**src/rtl/frame_stack_pkg.sv**
```systemverilog
package frame_stack_pkg;

  typedef enum logic [1:0] {
    EV_ENTER  = 2'd0,
    EV_RESUME = 2'd1,
    EV_EXIT   = 2'd2,
    EV_AEX    = 2'd3
  } ev_kind_e;

  typedef enum logic [2:0] {
    ERR_NONE     = 3'd0,
    ERR_BUSY     = 3'd1,
    ERR_FULL     = 3'd2,
    ERR_EMPTY    = 3'd3,
    ERR_IDLE     = 3'd4,
    ERR_CFG_LOCK = 3'd5
  } err_code_e;

  function automatic bit is_pow2(int v);
    return (v > 0) && ((v & (v - 1)) == 0);
  endfunction

endpackage

```
**src/rtl/frame_addr_gen.sv**
```systemverilog
module frame_addr_gen #(
  parameter int ADDR_W      = 32,
  parameter int IDX_W       = 4,
  parameter int FRAME_BYTES = 4096
) (
  input  logic [ADDR_W-1:0] base_i,
  input  logic [IDX_W-1:0]  idx_i,
  output logic [ADDR_W-1:0] addr_o
);
  import frame_stack_pkg::*;

  localparam int SHIFT = $clog2(FRAME_BYTES);

  logic [ADDR_W-1:0] idx_ext;
  assign idx_ext = ADDR_W'(idx_i);

  generate
    if (is_pow2(FRAME_BYTES)) begin : g_shift
      assign addr_o = base_i + (idx_ext << SHIFT);
    end else begin : g_mult
      assign addr_o = base_i + idx_ext * ADDR_W'(FRAME_BYTES);
    end
  endgenerate

endmodule

```
**src/rtl/frame_event_check.sv**
```systemverilog
module frame_event_check #(
  parameter int IDX_W = 4
) (
  input  logic                           evt_vld_i,
  input  frame_stack_pkg::ev_kind_e      evt_kind_i,
  input  logic                           cfg_we_i,
  input  logic                           busy_i,
  input  logic [IDX_W-1:0]               idx_i,
  input  logic [IDX_W-1:0]               total_i,
  output logic                           acc_enter_o,
  output logic                           acc_resume_o,
  output logic                           acc_exit_o,
  output logic                           acc_aex_o,
  output logic                           acc_cfg_o,
  output logic                           err_vld_o,
  output frame_stack_pkg::err_code_e     err_code_o
);
  import frame_stack_pkg::*;

  always_comb begin
    acc_enter_o  = 1'b0;
    acc_resume_o = 1'b0;
    acc_exit_o   = 1'b0;
    acc_aex_o    = 1'b0;
    acc_cfg_o    = 1'b0;
    err_code_o   = ERR_NONE;
    if (evt_vld_i) begin
      // events take precedence over a coincident config write
      case (evt_kind_i)
        EV_ENTER: begin
          if (busy_i)                err_code_o = ERR_BUSY;
          else if (idx_i >= total_i) err_code_o = ERR_FULL;
          else                       acc_enter_o = 1'b1;
        end
        EV_RESUME: begin
          if (busy_i)                err_code_o = ERR_BUSY;
          else if (idx_i == '0)      err_code_o = ERR_EMPTY;
          else                       acc_resume_o = 1'b1;
        end
        EV_EXIT: begin
          if (!busy_i)               err_code_o = ERR_IDLE;
          else                       acc_exit_o = 1'b1;
        end
        EV_AEX: begin
          if (!busy_i)               err_code_o = ERR_IDLE;
          else                       acc_aex_o = 1'b1;
        end
        default: err_code_o = ERR_NONE;
      endcase
    end else if (cfg_we_i) begin
      if (busy_i) err_code_o = ERR_CFG_LOCK;
      else        acc_cfg_o  = 1'b1;
    end
    err_vld_o = (err_code_o != ERR_NONE);
  end

endmodule

```
**src/rtl/frame_record.sv**
```systemverilog
module frame_record #(
  parameter int ADDR_W = 32,
  parameter int IDX_W  = 4
) (
  input  logic              clk_i,
  input  logic              rst_ni,
  input  logic              acc_enter_i,
  input  logic              acc_resume_i,
  input  logic              acc_exit_i,
  input  logic              acc_aex_i,
  input  logic              acc_cfg_i,
  input  logic [ADDR_W-1:0] cfg_base_i,
  input  logic [IDX_W-1:0]  cfg_total_i,
  input  logic [ADDR_W-1:0] evt_ptr_i,
  output logic [ADDR_W-1:0] base_o,
  output logic [IDX_W-1:0]  total_o,
  output logic [IDX_W-1:0]  idx_o,
  output logic              busy_o,
  output logic [ADDR_W-1:0] xptr_o
);

  logic [ADDR_W-1:0] base_q, xptr_q;
  logic [IDX_W-1:0]  total_q, idx_q;
  logic              busy_q;

  always_ff @(posedge clk_i or negedge rst_ni) begin
    if (!rst_ni) begin
      base_q  <= '0;
      total_q <= '0;
      idx_q   <= '0;
      busy_q  <= 1'b0;
      xptr_q  <= '0;
    end else begin
      if (acc_cfg_i) begin
        base_q  <= cfg_base_i;
        total_q <= cfg_total_i;
        idx_q   <= '0;
      end
      if (acc_enter_i) begin
        busy_q <= 1'b1;
        xptr_q <= evt_ptr_i;
      end
      if (acc_resume_i) begin
        busy_q <= 1'b1;
        xptr_q <= evt_ptr_i;
        idx_q  <= idx_q - IDX_W'(1);
      end
      if (acc_exit_i) busy_q <= 1'b0;
      if (acc_aex_i) begin
        busy_q <= 1'b0;
        idx_q  <= idx_q + IDX_W'(1);
      end
    end
  end

  assign base_o  = base_q;
  assign total_o = total_q;
  assign idx_o   = idx_q;
  assign busy_o  = busy_q;
  assign xptr_o  = xptr_q;

  assert_idx_bound_R7: assert property (@(posedge clk_i) disable iff (!rst_ni)
    idx_q <= total_q);

  assert_exit_keeps_idx_R5: assert property (@(posedge clk_i) disable iff (!rst_ni)
    acc_exit_i |=> ($stable(idx_q) && !busy_q));

  assert_owner_single_R6: assert property (@(posedge clk_i) disable iff (!rst_ni)
    (acc_enter_i || acc_resume_i) |-> !busy_q);

endmodule

```
**src/rtl/frame_stack_ctrl.sv**
```systemverilog
module frame_stack_ctrl #(
  parameter int ADDR_W      = 32,
  parameter int IDX_W       = 4,
  parameter int FRAME_BYTES = 4096
) (
  input  logic              clk_i,
  input  logic              rst_ni,
  input  logic              cfg_we_i,
  input  logic [ADDR_W-1:0] cfg_base_i,
  input  logic [IDX_W-1:0]  cfg_total_i,
  input  logic              evt_vld_i,
  input  logic [1:0]        evt_kind_i,
  input  logic [ADDR_W-1:0] evt_ptr_i,
  output logic              busy_o,
  output logic [IDX_W-1:0]  frame_idx_o,
  output logic [ADDR_W-1:0] exit_ptr_o,
  output logic              save_vld_o,
  output logic [ADDR_W-1:0] save_addr_o,
  output logic              restore_vld_o,
  output logic [ADDR_W-1:0] restore_addr_o,
  output logic              err_vld_o,
  output logic [2:0]        err_code_o
);
  import frame_stack_pkg::*;

  logic acc_enter, acc_resume, acc_exit, acc_aex, acc_cfg, err_vld;
  err_code_e err_code;
  logic [ADDR_W-1:0] base, xptr, push_addr, pop_addr;
  logic [IDX_W-1:0]  total, idx, idx_dec;
  logic              busy;

  frame_event_check #(.IDX_W(IDX_W)) i_check (
    .evt_vld_i   (evt_vld_i),
    .evt_kind_i  (ev_kind_e'(evt_kind_i)),
    .cfg_we_i    (cfg_we_i),
    .busy_i      (busy),
    .idx_i       (idx),
    .total_i     (total),
    .acc_enter_o (acc_enter),
    .acc_resume_o(acc_resume),
    .acc_exit_o  (acc_exit),
    .acc_aex_o   (acc_aex),
    .acc_cfg_o   (acc_cfg),
    .err_vld_o   (err_vld),
    .err_code_o  (err_code)
  );

  frame_record #(.ADDR_W(ADDR_W), .IDX_W(IDX_W)) i_record (
    .clk_i       (clk_i),
    .rst_ni      (rst_ni),
    .acc_enter_i (acc_enter),
    .acc_resume_i(acc_resume),
    .acc_exit_i  (acc_exit),
    .acc_aex_i   (acc_aex),
    .acc_cfg_i   (acc_cfg),
    .cfg_base_i  (cfg_base_i),
    .cfg_total_i (cfg_total_i),
    .evt_ptr_i   (evt_ptr_i),
    .base_o      (base),
    .total_o     (total),
    .idx_o       (idx),
    .busy_o      (busy),
    .xptr_o      (xptr)
  );

  assign idx_dec = idx - IDX_W'(1);

  frame_addr_gen #(.ADDR_W(ADDR_W), .IDX_W(IDX_W), .FRAME_BYTES(FRAME_BYTES)) i_push_addr (
    .base_i(base),
    .idx_i (idx),
    .addr_o(push_addr)
  );

  frame_addr_gen #(.ADDR_W(ADDR_W), .IDX_W(IDX_W), .FRAME_BYTES(FRAME_BYTES)) i_pop_addr (
    .base_i(base),
    .idx_i (idx_dec),
    .addr_o(pop_addr)
  );

  logic              save_vld_q, restore_vld_q, err_vld_q;
  logic [ADDR_W-1:0] save_addr_q, restore_addr_q;
  logic [2:0]        err_code_q;

  always_ff @(posedge clk_i or negedge rst_ni) begin
    if (!rst_ni) begin
      save_vld_q     <= 1'b0;
      save_addr_q    <= '0;
      restore_vld_q  <= 1'b0;
      restore_addr_q <= '0;
      err_vld_q      <= 1'b0;
      err_code_q     <= '0;
    end else begin
      save_vld_q    <= acc_aex;
      restore_vld_q <= acc_resume;
      err_vld_q     <= err_vld;
      err_code_q    <= err_code;
      if (acc_aex)    save_addr_q    <= push_addr;
      if (acc_resume) restore_addr_q <= pop_addr;
    end
  end

  assign busy_o         = busy;
  assign frame_idx_o    = idx;
  assign exit_ptr_o     = xptr;
  assign save_vld_o     = save_vld_q;
  assign save_addr_o    = save_addr_q;
  assign restore_vld_o  = restore_vld_q;
  assign restore_addr_o = restore_addr_q;
  assign err_vld_o      = err_vld_q;
  assign err_code_o     = err_code_q;

  assert_save_releases_R3: assert property (@(posedge clk_i) disable iff (!rst_ni)
    save_vld_q |-> (!busy && idx != '0));

  assert_pop_owns_R4: assert property (@(posedge clk_i) disable iff (!rst_ni)
    restore_vld_q |-> (busy && idx == $past(idx) - IDX_W'(1)));

  assert_err_keeps_state_R6: assert property (@(posedge clk_i) disable iff (!rst_ni)
    err_vld_q |-> (idx == $past(idx) && busy == $past(busy) && xptr == $past(xptr)));

  assert_pulse_exclusive_R11: assert property (@(posedge clk_i) disable iff (!rst_ni)
    $onehot0({save_vld_q, restore_vld_q, err_vld_q}));

  assert_idle_no_save_R9: assert property (@(posedge clk_i) disable iff (!rst_ni)
    (evt_vld_i && evt_kind_i == 2'd3 && !busy) |=> !save_vld_q);

endmodule

```
**config.mk**
```make
export PLATFORM = sky130hd
export DESIGN_NAME = frame_stack_ctrl
export DESIGN_NICKNAME = d
export VERILOG_FILES = /design/src/rtl/frame_stack_pkg.sv /design/src/rtl/frame_addr_gen.sv /design/src/rtl/frame_event_check.sv /design/src/rtl/frame_record.sv /design/src/rtl/frame_stack_ctrl.sv
export SDC_FILE = /design/constraint.sdc
export NUM_CORES = 1
export LEC_CHECK = 0
export BUFFER_PORTS_ARGS = -buffer_cell sky130_fd_sc_hd__buf_2
export CORE_ASPECT_RATIO = 0.6
export CORE_UTILIZATION = 55
export DETAILED_ROUTE_END_ITERATION = 6
export PLACE_DENSITY = 0.83
export SLEW_MARGIN = 20
export SYNTH_ARGS = -nofsm -noshare
export SYNTH_HDL_FRONTEND = slang
export SYNTH_SLANG_ARGS = --single-unit
export TNS_END_PERCENT = 10
```
**constraint.sdc**
```tcl
create_clock -name clk_i -period 3.3 [get_ports clk_i]
set_input_delay 0.66 -clock clk_i [delete_from_list [all_inputs] [get_ports clk_i]]
set_output_delay 0.66 -clock clk_i [all_outputs]
set_load 0.05 [all_outputs]
```
# Word level (Yosys, flattened, before mapping)
# Cells that the tools add are included.
# W data, S select, Z words.
# word_totals
wordCells,60
in_bits,74
register_bits,143
# classes
eq_ne,3
reduce_logical,7
mux,34
add_sub_neg,4
magnitude_cmp,1
# ops
operator,n
$add A32 B16 Y32,2
$mux W32,2
$mux W1,20
$mux W3,6
$mux W4,3
$pmux W3 S3,1
$reduce_bool A3 Y1,2
$add A4 B1 Y4 const B,1
$eq A2 B2 Y1 const B,2
$ge A4 B4 Y1,1
$logic_not A4 Y1,1
$mux W2,2
$reduce_bool A4 Y1,1
$sub A4 B1 Y4 const B,1
$eq A2 B1 Y1 const B,1
$logic_not A2 Y1,1
$reduce_bool A2 Y1,1
$reduce_or A2 Y1,1

# Logic depth before layout (Yosys ltp)
# Gate-level depths: netlist of run 1.
# depth
ltp_word,9
mapped_depth,9

# Hierarchy
# From an unflattened synthesis of run 1, not the netlist that was laid out.
# hier_totals
hier_cells,520
area_unflattened_um2,7210.7
# by_module_without_submodules
module,area_per_inst_um2,seq_area_each_um2,instances,cells_each
frame_stack_ctrl,2886.5,1751.7,1,149
frame_record,2851.5,1826.8,1,178
frame_addr_gen,620.6,0.0,2,79
frame_event_check,231.5,0.0,1,35

# Least setup slack after synthesis of run 1
# No wires, ideal clock.
# synth_path
kind,reg2reg
start,register i_record.idx_q[0] (netlist: i_record.idx_o[0])
end,register restore_addr_q[18] (netlist: restore_addr_o[18])
n_path_buf,0
t_required_ns,3.166
path_stages_with_launch,9
arrival_time_ns,2.472
setup_time_ns,0.134
path_slack_ns,0.694
path_cell_list,dfrtp_1 > inv_1 > ha_1 > fa_1 > nand2b_1 > a21oi_1 > nor2b_1 > xnor2_1 > o21ai_0
# synth_between
elab_chain_len,5
word_cells_on_any_way,7
classes_between,2 x add/sub; 4 x mux; 1 x reduce/logical
# synth_lines
element,line_no,rtl
from (decl),frame_record.sv:23,"logic [IDX_W-1:0] total_q, idx_q;"
from (signal assigned),frame_record.sv:46,idx_q <= idx_q - IDX_W'(1);
from (signal assigned),frame_record.sv:51,idx_q <= idx_q + IDX_W'(1);
"parallel branches: the longest is 5 deep, another holds $add A32 B16 Y32",n/a,
to (signal assigned),frame_stack_ctrl.sv:98,if (acc_resume) restore_addr_q <= pop_addr;
to (decl),frame_stack_ctrl.sv:81,"logic [ADDR_W-1:0] save_addr_q, restore_addr_q;"
# Parallel ways; which one is timed is not known.
# A chain may end at the register's enable or synchronous reset.

# Worst setup path in the final report of run 1
# layout_path
start,register i_record.idx_q[1] (netlist: i_record.idx_o[1])
end,register restore_addr_q[24] (netlist: restore_addr_o[24])
# Same word-level chain as after synthesis.

==> results of run 1 <==
## final cells by class
| class | count | area (um2) |
|---|---|---|
| clock buffer | 18 | 429.2 |
| clock inverter | 14 | 156.4 |
| fill | 814 | 3329 |
| inverter | 11 | 41.29 |
| multi-input combinational | 387 | 2839 |
| sequential | 143 | 3578 |
| tap | 160 | 200.2 |
| timing repair buffer | 189 | 987.2 |
## flip-flops by register name, summed over array words and instances (netlist names)
signal and flops:
i_record.base_o 32, i_record.xptr_o 32, restore_addr_o 32, save_addr_o 32
i_record.idx_o 4, i_record.total_o 4, err_code_o 3, err_vld_o 1
i_record.busy_o 1, restore_vld_o 1, save_vld_o 1
## Yosys cell counts (all sizes together) (3+ instances only)
| cell | count | area share, % |
|---|---|---|
| ha | 15 | 2.8 |
| buf | 25 | 2.9 |
| inv | 10 | 0.56 |
| xnor2 | 7 | 0.92 |
| a21oi | 8 | 0.77 |
| clkbuf | 7 | 0.39 |
| nor3 | 4 | 0.47 |
| nand2b | 3 | 0.39 |
| nand3 | 20 | 1.6 |
| and3 | 3 | 0.30 |
| mux2 | 64 | 14 |
| dfrtp | 143 | 54 |
| nand2 | 134 | 7.6 |
| o21ai | 51 | 3.9 |
| a211oi | 5 | 0.71 |
| nand4 | 10 | 1.2 |
| and2 | 3 | 0.30 |
| nor2 | 8 | 0.45 |
| xor2 | 30 | 3.9 |
## routing by layer
metal	track usage [%]	vias to the layer above	part of all wire, %
met5	0	-	0
met4	6.794	0	0.89
met3	7.422	17	7.2
met2	40.54	198	45
met1	38.44	2397	47
li1	-	2285	-
## worst max-delay path: cells and delay by family (launching register included)
family,cells,cell delay [ns]
fa+ha+maj,2,0.81
compound gates,2,0.45
flops,1,0.56
xor+xnor,1,0.20
buf+inv,1,0.13
simple gates,2,0.38
## logic make-up after synthesis
kind of cell | synth area share, %
compound gates | 6.957
xor+xnor | 4.857
fa+ha+maj | 3.413
buf+inv | 3.900
flops | 53.63
mux | 14.18
simple gates | 13.07
## worst max-delay path by stage
stage | cells after the start | to | start
after detailed placement | 8 | restore_addr_o[30] | i_record.idx_o[1]
after CTS | 8 | restore_addr_o[24] | i_record.idx_o[1]
after global routing | 9 | restore_addr_o[31] | i_record.idx_o[1]
after global placement | 8 | i_record.xptr_o[25] | i_record.idx_o[0]
final | 8 | restore_addr_o[24] | i_record.idx_o[1]
after floorplan | 8 | restore_addr_o[18] | i_record.idx_o[0]
## cell usage in the layout, fill, tap and decap left out, types with 4 or more instances in the layout
| master | instances |
|---|---|
| buf_2 | 179 |
| a21oi_1 | 7 |
| inv_1 | 9 |
| nand3_1 | 18 |
| xnor2_1 | 7 |
| inv_6 | 5 |
| nor2_1 | 8 |
| xor2_1 | 30 |
| nand2_1 | 133 |
| mux2_2 | 4 |
| buf_4 | 8 |
| clkbuf_16 | 17 |
| nand4_1 | 9 |
| mux2_4 | 60 |
| ha_1 | 15 |
| o21ai_1 | 6 |
| o21ai_0 | 44 |
| dfrtp_1 | 143 |
## metrics by stage
step | area, um2 | hold WS (ns) | setup slack, ns
finish | 8232 | 0.2768 | 0.6410
global route | 8232 | 0.3699 | 0.4622
floorplan | 6673 | 0.3644 | 0.6941
global placement | 7646 | 0.4518 | 0.8255
detailed placement | 7646 | 0.4576 | 0.7082
CTS | 8232 | 0.3327 | 0.6729
==> flow_summary_export.csv, run 1 <==
group,metric,value,unit
outcome,status,"finished, final reports clean",
route,postRouteAntennaNets,0,
sta,period_share,80.57,%
placed_design,io_buffers,180,
sta,fin_worst_skew,0.01031,ns
final_layout,finalNetCount,840,
sta,setup_viol,0,
die,dieHeight,87.32,um
clock_network,cts_buffers,17,
route,drt_iter0_markers,263,
die,die_w,144.2,um
logic_synthesis,ys_ff_latch,143,
critical_path,cp-start-kind,"register",
clock_network,numClockSinks,143,
hold_path,hold_class,"in2async",
final_layout,stdcell_count,922,
route,drt-wirelength-per-cell,17.45,um
logic_synthesis,netlist_instances,573,
placed_design,dp_hpwl,11530,um
critical_path,worstSetupPathType,"reg2reg",
logic_synthesis,yosysWarnings,0,
clock_network,cts_max_path_buffers,2,
die,dieArea,12590,um2
global_routing,grt_pass1_vias,4878,
clock_network,post_cts_resized,0,
sta,min_period,2.659,ns
clock_network,insertion_delay,0.42,ns
global_routing,grt_pass1_wl,25110,um
die,coreArea,11560,um2
logic_synthesis,ys_types,54,
clock_network,cts_tree,"done",
sta,tightestPinTransition,0.8044,ns
flow_run,drv_cap,0,
route,wl,16090,um
critical_path,cp_cell_sequence,"inv_1, ha_1, fa_1, nand2b_1, a211oi_2, nand3_1, xor2_1, o21ai_1",
route,via_count,4897,
critical_path,cp.required,3.59,ns
final_layout,area_growth,23.36,%
global_routing,grt_max_degree,90,
critical_path,crit_slowest_cell,"dfrtp_1",
final_layout,diodes,0,
logic_synthesis,syn_area_per_cell,11.65,um2
placed_design,dp_cells,890,
global_routing,grt-ovfl-total,0,
logic_synthesis,syn_area,6673,um2
critical_path,cp.arrival,2.95,ns
placed_design,gp_congestion,0.8425,
sta,finalSetupTns,0,ns
critical_path,rrSetupSlack,0.64,ns
sta,hold_viol,0,
clock_network,cts_setup_buffers,0,
critical_path,cp-end-kind,"register",
sta,slew_violations,0,
logic_synthesis,ys.flop_type,"dfrtp_1",
critical_path,regToRegStartpoint,"i_record.idx_o[1]",
clock_network,root_buffer,"clkbuf_16",
sta,slew_headroom,46.37,%
clock_network,hold_buffers,0,
logic_synthesis,synth-edff-count,0,
final_layout,drive_gt1_share,39.50,%
die,ios,181,
global_routing,grtUsageTotal,26.87,%
clock_network,clkTransAtPathRegs,0.07,ns
die,start_util,57.72,%
clock_network,htreeDepth,4,
route,route.detailed.drc,0,
route,drt_pass1_iterations,5,
global_routing,antenna_found_initial,0,
critical_path,cpPeakStageDelay,0.56,ns
route,avgViaCountPerCell,5.311,
critical_path,timing.rr.end,"restore_addr_o[24]",
logic_synthesis,synth_nets,664,
critical_path,reg2regPathDepth,8,
sta,rsz0062_at_grt,"no",
die,num_rows,30,
sta,max_freq,0.3761,GHz
final_layout,final_core_util,71.20,%
critical_path,crit_fanout,9,
logic_synthesis,yosysSeqAreaShare,53.63,%
logic_synthesis,synthArstFlopShare,100.0,%
Power of run 1 is left out: the tool's default activity adds up to more than one toggle a clock period on the data nets, which glitch-free logic cannot reach.
==> run 2: changes to the inputs <==
--- a/config.mk
+++ b/config.mk
@@ -7,9 +7,9 @@
 export LEC_CHECK = 0
 export BUFFER_PORTS_ARGS = -buffer_cell sky130_fd_sc_hd__buf_2
 export CORE_ASPECT_RATIO = 0.6
-export CORE_UTILIZATION = 55
+export CORE_UTILIZATION = 53
 export DETAILED_ROUTE_END_ITERATION = 6
-export PLACE_DENSITY = 0.83
+export PLACE_DENSITY = 0.81
 export SLEW_MARGIN = 20
 export SYNTH_ARGS = -nofsm -noshare
 export SYNTH_HDL_FRONTEND = slang
==> constraint.sdc (replaced) <==
create_clock -name clk_i -period 2.6 [get_ports clk_i]
set_input_delay 0.52 -clock clk_i [delete_from_list [all_inputs] [get_ports clk_i]]
set_output_delay 0.52 -clock clk_i [all_outputs]
set_load 0.05 [all_outputs]
==> run 2 against run 1 <==
Against the previous run:
- wire length increased by 4.1%
- clock skew about the same
- fmax is 6.8% higher
- sequential cell count did not move
- global-route usage down 0.23 points
- design area is 0.93% higher
- utilization is 3.0 points lower
- sequential share of layout area decreased by 0.37 points
- die area increased by 3.7%
- clock-buffer cell count increased by 1
- highest routed layer unchanged
==> flow_summary_export.csv, run 2 (synthesized netlist as in run 1, its figures left out) <==
group,metric,value,unit
outcome,status,"finished, final reports clean",
route,via_count,4991,
critical_path,crit_fanout,8,
sta,max_freq,0.4017,GHz
clock_network,clkTransAtPathRegs,0.06,ns
placed_design,io_buffers,180,
critical_path,path_delay_family,"adder cells",
global_routing,grt-ovfl-total,0,
global_routing,grt_max_degree,64,
sta,period_share,95.75,%
clock_network,hold_buffers,0,
route,drt_pass1_iterations,5,
critical_path,cp.required,2.94,ns
final_layout,drive_gt1_share,39.68,%
route,wl,16740,um
flow_run,drv_cap,0,
die,coreArea,12180,um2
final_layout,layout_common_cells,"179 x buf_2, 141 x dfrtp_1, 133 x nand2_1",
global_routing,grt_pass1_vias,4909,
critical_path,crit_slowest_cell,"fa_1",
clock_network,post_cts_resized,0,
final_layout,seq_area,3581,um2
die,start_util,54.79,%
die,num_rows,31,
sta,rsz0062_at_grt,"yes",
global_routing,antenna_found_initial,1,
clock_network,cts_buffers,17,
die,ios,181,
sta,slew_headroom,56.24,%
die,die_w,146.9,um
clock_network,cts_tree,"done",
final_layout,multi_input_area,2850,um2
clock_network,htreeDepth,4,
die,dieHeight,88.92,um
critical_path,cp-start-kind,"register",
global_routing,grtUsageTotal,26.64,%
critical_path,worstSetupPathType,"reg2reg",
route,avgViaCountPerCell,5.384,
sta,hold_viol,0,
final_layout,layout_commonest_cell,"buf_2",
final_layout,final_core_util,68.21,%
sta,min_period,2.489,ns
final_layout,n_fill_cell,887,
global_routing,grt_pass1_wl,26410,um
sta,hold_slack,0.05272,ns
die,dieArea,13060,um2
placed_design,dp_hpwl,11540,um
final_layout,stdcell_count,927,
critical_path,cp_cell_sequence,"inv_1, ha_1, fa_1, nand2b_1, a211oi_4, nand3_1, xor2_1, o21ai_1",
sta,fin_worst_skew,0.01064,ns
critical_path,critPathBufInv,1,
final_layout,finalNetCount,840,
placed_design,dp_cells,895,
route,route.detailed.drc,0,
route,drt_iter0_markers,328,
clock_network,insertion_delay,0.42,ns
hold_path,hold_class,"in2async",
critical_path,cp.arrival,2.82,ns
sta,setup_viol,0,
sta,finalSetupTns,0,ns
critical_path,cpPeakStageDelay,0.45,ns
clock_network,cts_setup_buffers,0,
route,drt-wirelength-per-cell,18.06,um
placed_design,gp_congestion,0.8756,
clock_network,cts_max_path_buffers,2,
critical_path,cp-end-kind,"register",
route,postRouteAntennaNets,0,
sta,slew_violations,0,
final_layout,area_growth,24.51,%
clock_network,root_buffer,"clkbuf_16",
clock_network,numClockSinks,143,
sta,tightestPinTransition,0.6563,ns
[run 2: changes by cell type in the layout (fill, tap and decap cells not counted), sizes merged]
cell      previous run  this run
bufinv               2         4
diode                0         1
clkbuf              18        19
inv                 16        10
clkinvlp             0         2
[run 2: area by class of cell]
type | count | share of cell area, %
sequential | 143 | 43.10
antenna | 1 | 0.03012
inverter | 11 | 0.4970
tap | 165 | 2.485
clock inverter | 12 | 2.033
clock buffer | 19 | 5.211
multi-input combinational | 387 | 34.31
timing repair buffer | 189 | 12.33
[run 2: layer usage]
metal  vias to the layer above  routed length (um)  track usage (%)
met4                         0                 191            7.765
met3                        17                1135            5.306
met1                      2500                7624            38.74
met5                         -                   0                0
li1                       2283                   -                -
met2                       191                7793            40.93
[run 2: worst paths after layout]
check	from	end	slack, ns	depth (start not counted)
max in group asynchronous	rst_ni	err_vld_o	1.76	2
min in group clk_i	cfg_total_i[1]	i_record.total_o[1]	0.31	3
worst min-delay path	rst_ni	save_addr_o[22]	0.05	1
worst min register to register	restore_addr_o[6]	restore_addr_o[6]	0.47	2
worst max-delay path	i_record.idx_o[0]	restore_addr_o[22]	0.11	8
worst max register to register	i_record.idx_o[0]	restore_addr_o[22]	0.11	8
[run 2: metrics by stage]
step / cell area, um2 / setup slack, ns
floorplan: 6674 / 0.03467
global placement: 7691 / 0.2825
detailed placement: 7691 / 0.1727
CTS: 8293 / 0.07761
global route: 8305 / -0.02946
finish: 8308 / 0.1106
[run 2: worst reg2reg max path, delay by kind of cell (launching register included)]
kind / cells / cell delay (ns)
buffers and inverters: 1 / 0.13
AND/OR/NAND/NOR: 2 / 0.38
adder cells (fa/ha/maj): 2 / 0.83
flip-flops: 1 / 0.43
AO/OA/AOI/OAI: 2 / 0.46
XOR/XNOR: 1 / 0.18
Power of run 2 is left out for the same reason.
==> run 3: changes to the inputs <==
==> constraint.sdc (replaced) <==
create_clock -name clk_i -period 2.6 [get_ports clk_i]
set_input_delay 0.52 -clock clk_i [delete_from_list [all_inputs] [get_ports clk_i]]
set_output_delay 0.52 -clock clk_i [all_outputs]
set_load 0.02 [all_outputs]
==> run 3 against run 2 <==
Against the previous run:
- die area is the same
- wire length shrank 0.78%
- fmax grew 2.0%
- clock-buffer cell count grew 1
- setup slack gained 0.049 ns
- clock skew shrank 0.0034 ns
- design area is essentially flat
- global-route usage shrank 0.21 points
- first-iteration DRC count shrank 31%
- worst hold slack gained 0.26 ns
- sequential cell count is the same
- largest cell class unchanged
==> flow_summary_export.csv, run 3 (synthesized netlist as in run 1, its figures left out) <==
group,metric,value,unit
die,dieHeight,88.92,um
placed_design,io_buffers,180,
route,avgViaCountPerCell,5.417,
clock_network,cts_tree,"done",
sta,finalSetupTns,0,ns
flow_run,drv_cap,0,
route,route.detailed.drc,0,
global_routing,grt-ovfl-total,0,
clock_network,htreeDepth,4,
global_routing,use_met1,36.55,%
global_routing,antenna_found_initial,1,
die,ios,181,
die,die_w,146.9,um
critical_path,cp.required,2.93,ns
die,dieArea,13060,um2
clock_network,root_buffer,"clkbuf_16",
global_routing,grt_pass1_wl,25910,um
die,start_util,54.79,%
sta,rsz0062_at_grt,"no",
final_layout,layout_commonest_cell,"buf_2",
clock_network,numClockSinks,143,
sta,hold_viol,0,
sta,setup_viol,0,
sta,min_period,2.441,ns
sta,fin_worst_skew,0.007266,ns
pwr,peakVddDrop,0.6631,mV
global_routing,grt_pass1_vias,4957,
sta,hold_slack,0.3110,ns
sta,period_share,93.87,%
placed_design,gp_congestion,0.8537,
global_routing,grtUsageTotal,26.43,%
placed_design,dp_worst_setup_slack,0.2692,ns
critical_path,crit_fanout,8,
critical_path,cp-start-kind,"register",
outcome,status,"finished, final reports clean",
critical_path,cp.arrival,2.77,ns
die,num_rows,31,
sta,slew_headroom,59.33,%
critical_path,cp-end-kind,"register",
sta,setup_ws,0.1594,ns
route,drt_iter0_markers,226,
die,coreArea,12180,um2
critical_path,worstSetupPathType,"reg2reg",
final_layout,drive_gt1_share,39.69,%
pwr,powerDensity,1439,nW/um2
route,wl,16610,um
route,via_count,5043,
clock_network,cts_max_path_buffers,2,
final_layout,final_area,8313,um2
sta,slew_violations,0,
route,drt-wirelength-per-cell,17.85,um
final_layout,layout_common_cells,"179 x buf_2, 143 x dfrtp_1, 133 x nand2_1",
clock_network,post_cts_resized,0,
clock_network,cts_buffers,17,
sta,max_freq,0.4097,GHz
clock_network,cts_setup_buffers,0,
route,drt_pass1_iterations,6,
global_routing,met2_usage,41.10,%
final_layout,finalNetCount,844,
hold_path,hold_class,"in2reg",
final_layout,diodes,0,
clock_network,clkTransAtPathRegs,0.06,ns
clock_network,insertion_delay,0.42,ns
global_routing,grt_max_degree,60,
final_layout,area_growth,24.58,%
clock_network,hold_buffers,1,
global_routing,grtUsageMet3,6.224,%
global_routing,grt.busiest_layer,"met2",
pwr,power.leakage,4.279,nW
placed_design,post_dp_cell_area,7712,um2
route,postRouteAntennaNets,0,
final_layout,final_core_util,68.26,%
placed_design,dp_hpwl,11720,um
sta,tightestPinTransition,0.6100,ns
[run 3: cell types whose count changed in the layout (fill, tap and decap cells not counted), sizes merged]
cell         before  now
buf             189  192
bufinv            4    2
inv              10   12
clkbuf           19   20
diode             1    0
dlygate4sd3       0    1
[run 3: worst paths after layout]
kind	slack, ns	startpoint	cells past startpoint	endpoint
setup / recovery	0.16	i_record.idx_o[1]	9	restore_addr_o[19]
max in group asynchronous	1.39	rst_ni	3	i_record.idx_o[1]
hold reg to reg	0.47	save_addr_o[4]	2	save_addr_o[4]
min in group asynchronous	0.48	rst_ni	2	restore_addr_o[23]
hold / removal	0.31	cfg_total_i[1]	3	i_record.total_o[1]
setup reg to reg	0.16	i_record.idx_o[1]	9	restore_addr_o[19]
[run 3: layer usage]
metal  vias up  share of wire, %
met5         -             0.060
met3        30               6.3
met2       205                47
met1      2503                45
li1       2303                 -
met4         2               1.7
[run 3: critical path, cell delays in order (launching register included)]
cell and delay [ns]:
dfrtp_1 0.41, buf_4 0.18, nor3_1 0.26, xor2_1 0.13, ha_1 0.35, o21ai_0 0.12
o21bai_2 0.38, nand4_1 0.18, xor2_1 0.17, o21ai_0 0.17
[run 3: power breakdown]
group | switching, mW | leakage [nW] | internal [mW]
sequential | 0.969 | 1.75 | 3.30
combinational | 3.00 | 2.24 | 2.27
clock | 0.954 | 0.287 | 1.47
total | 4.92 | 4.28 | 7.04
[run 3: final cells by class]
class,instances,area [um2]
clock inverter,12,133.9
inverter,11,41.29
tap,165,206.4
fill,895,3866
sequential,143,3578
clock buffer,20,456.7
timing repair buffer,193,1057
multi-input combinational,387,2839
[run 3: metrics by stage]
| step | std cells | power (mW) |
|---|---|---|
| floorplan | 573 | 7.764 |
| global placement | 898 | 9.197 |
| detailed placement | 898 | 9.470 |
| CTS | 931 | 11.98 |
| global route | 931 | 12.65 |
| finish | 931 | 11.96 |
No activity file was read; power rests on OpenSTA's default activity.
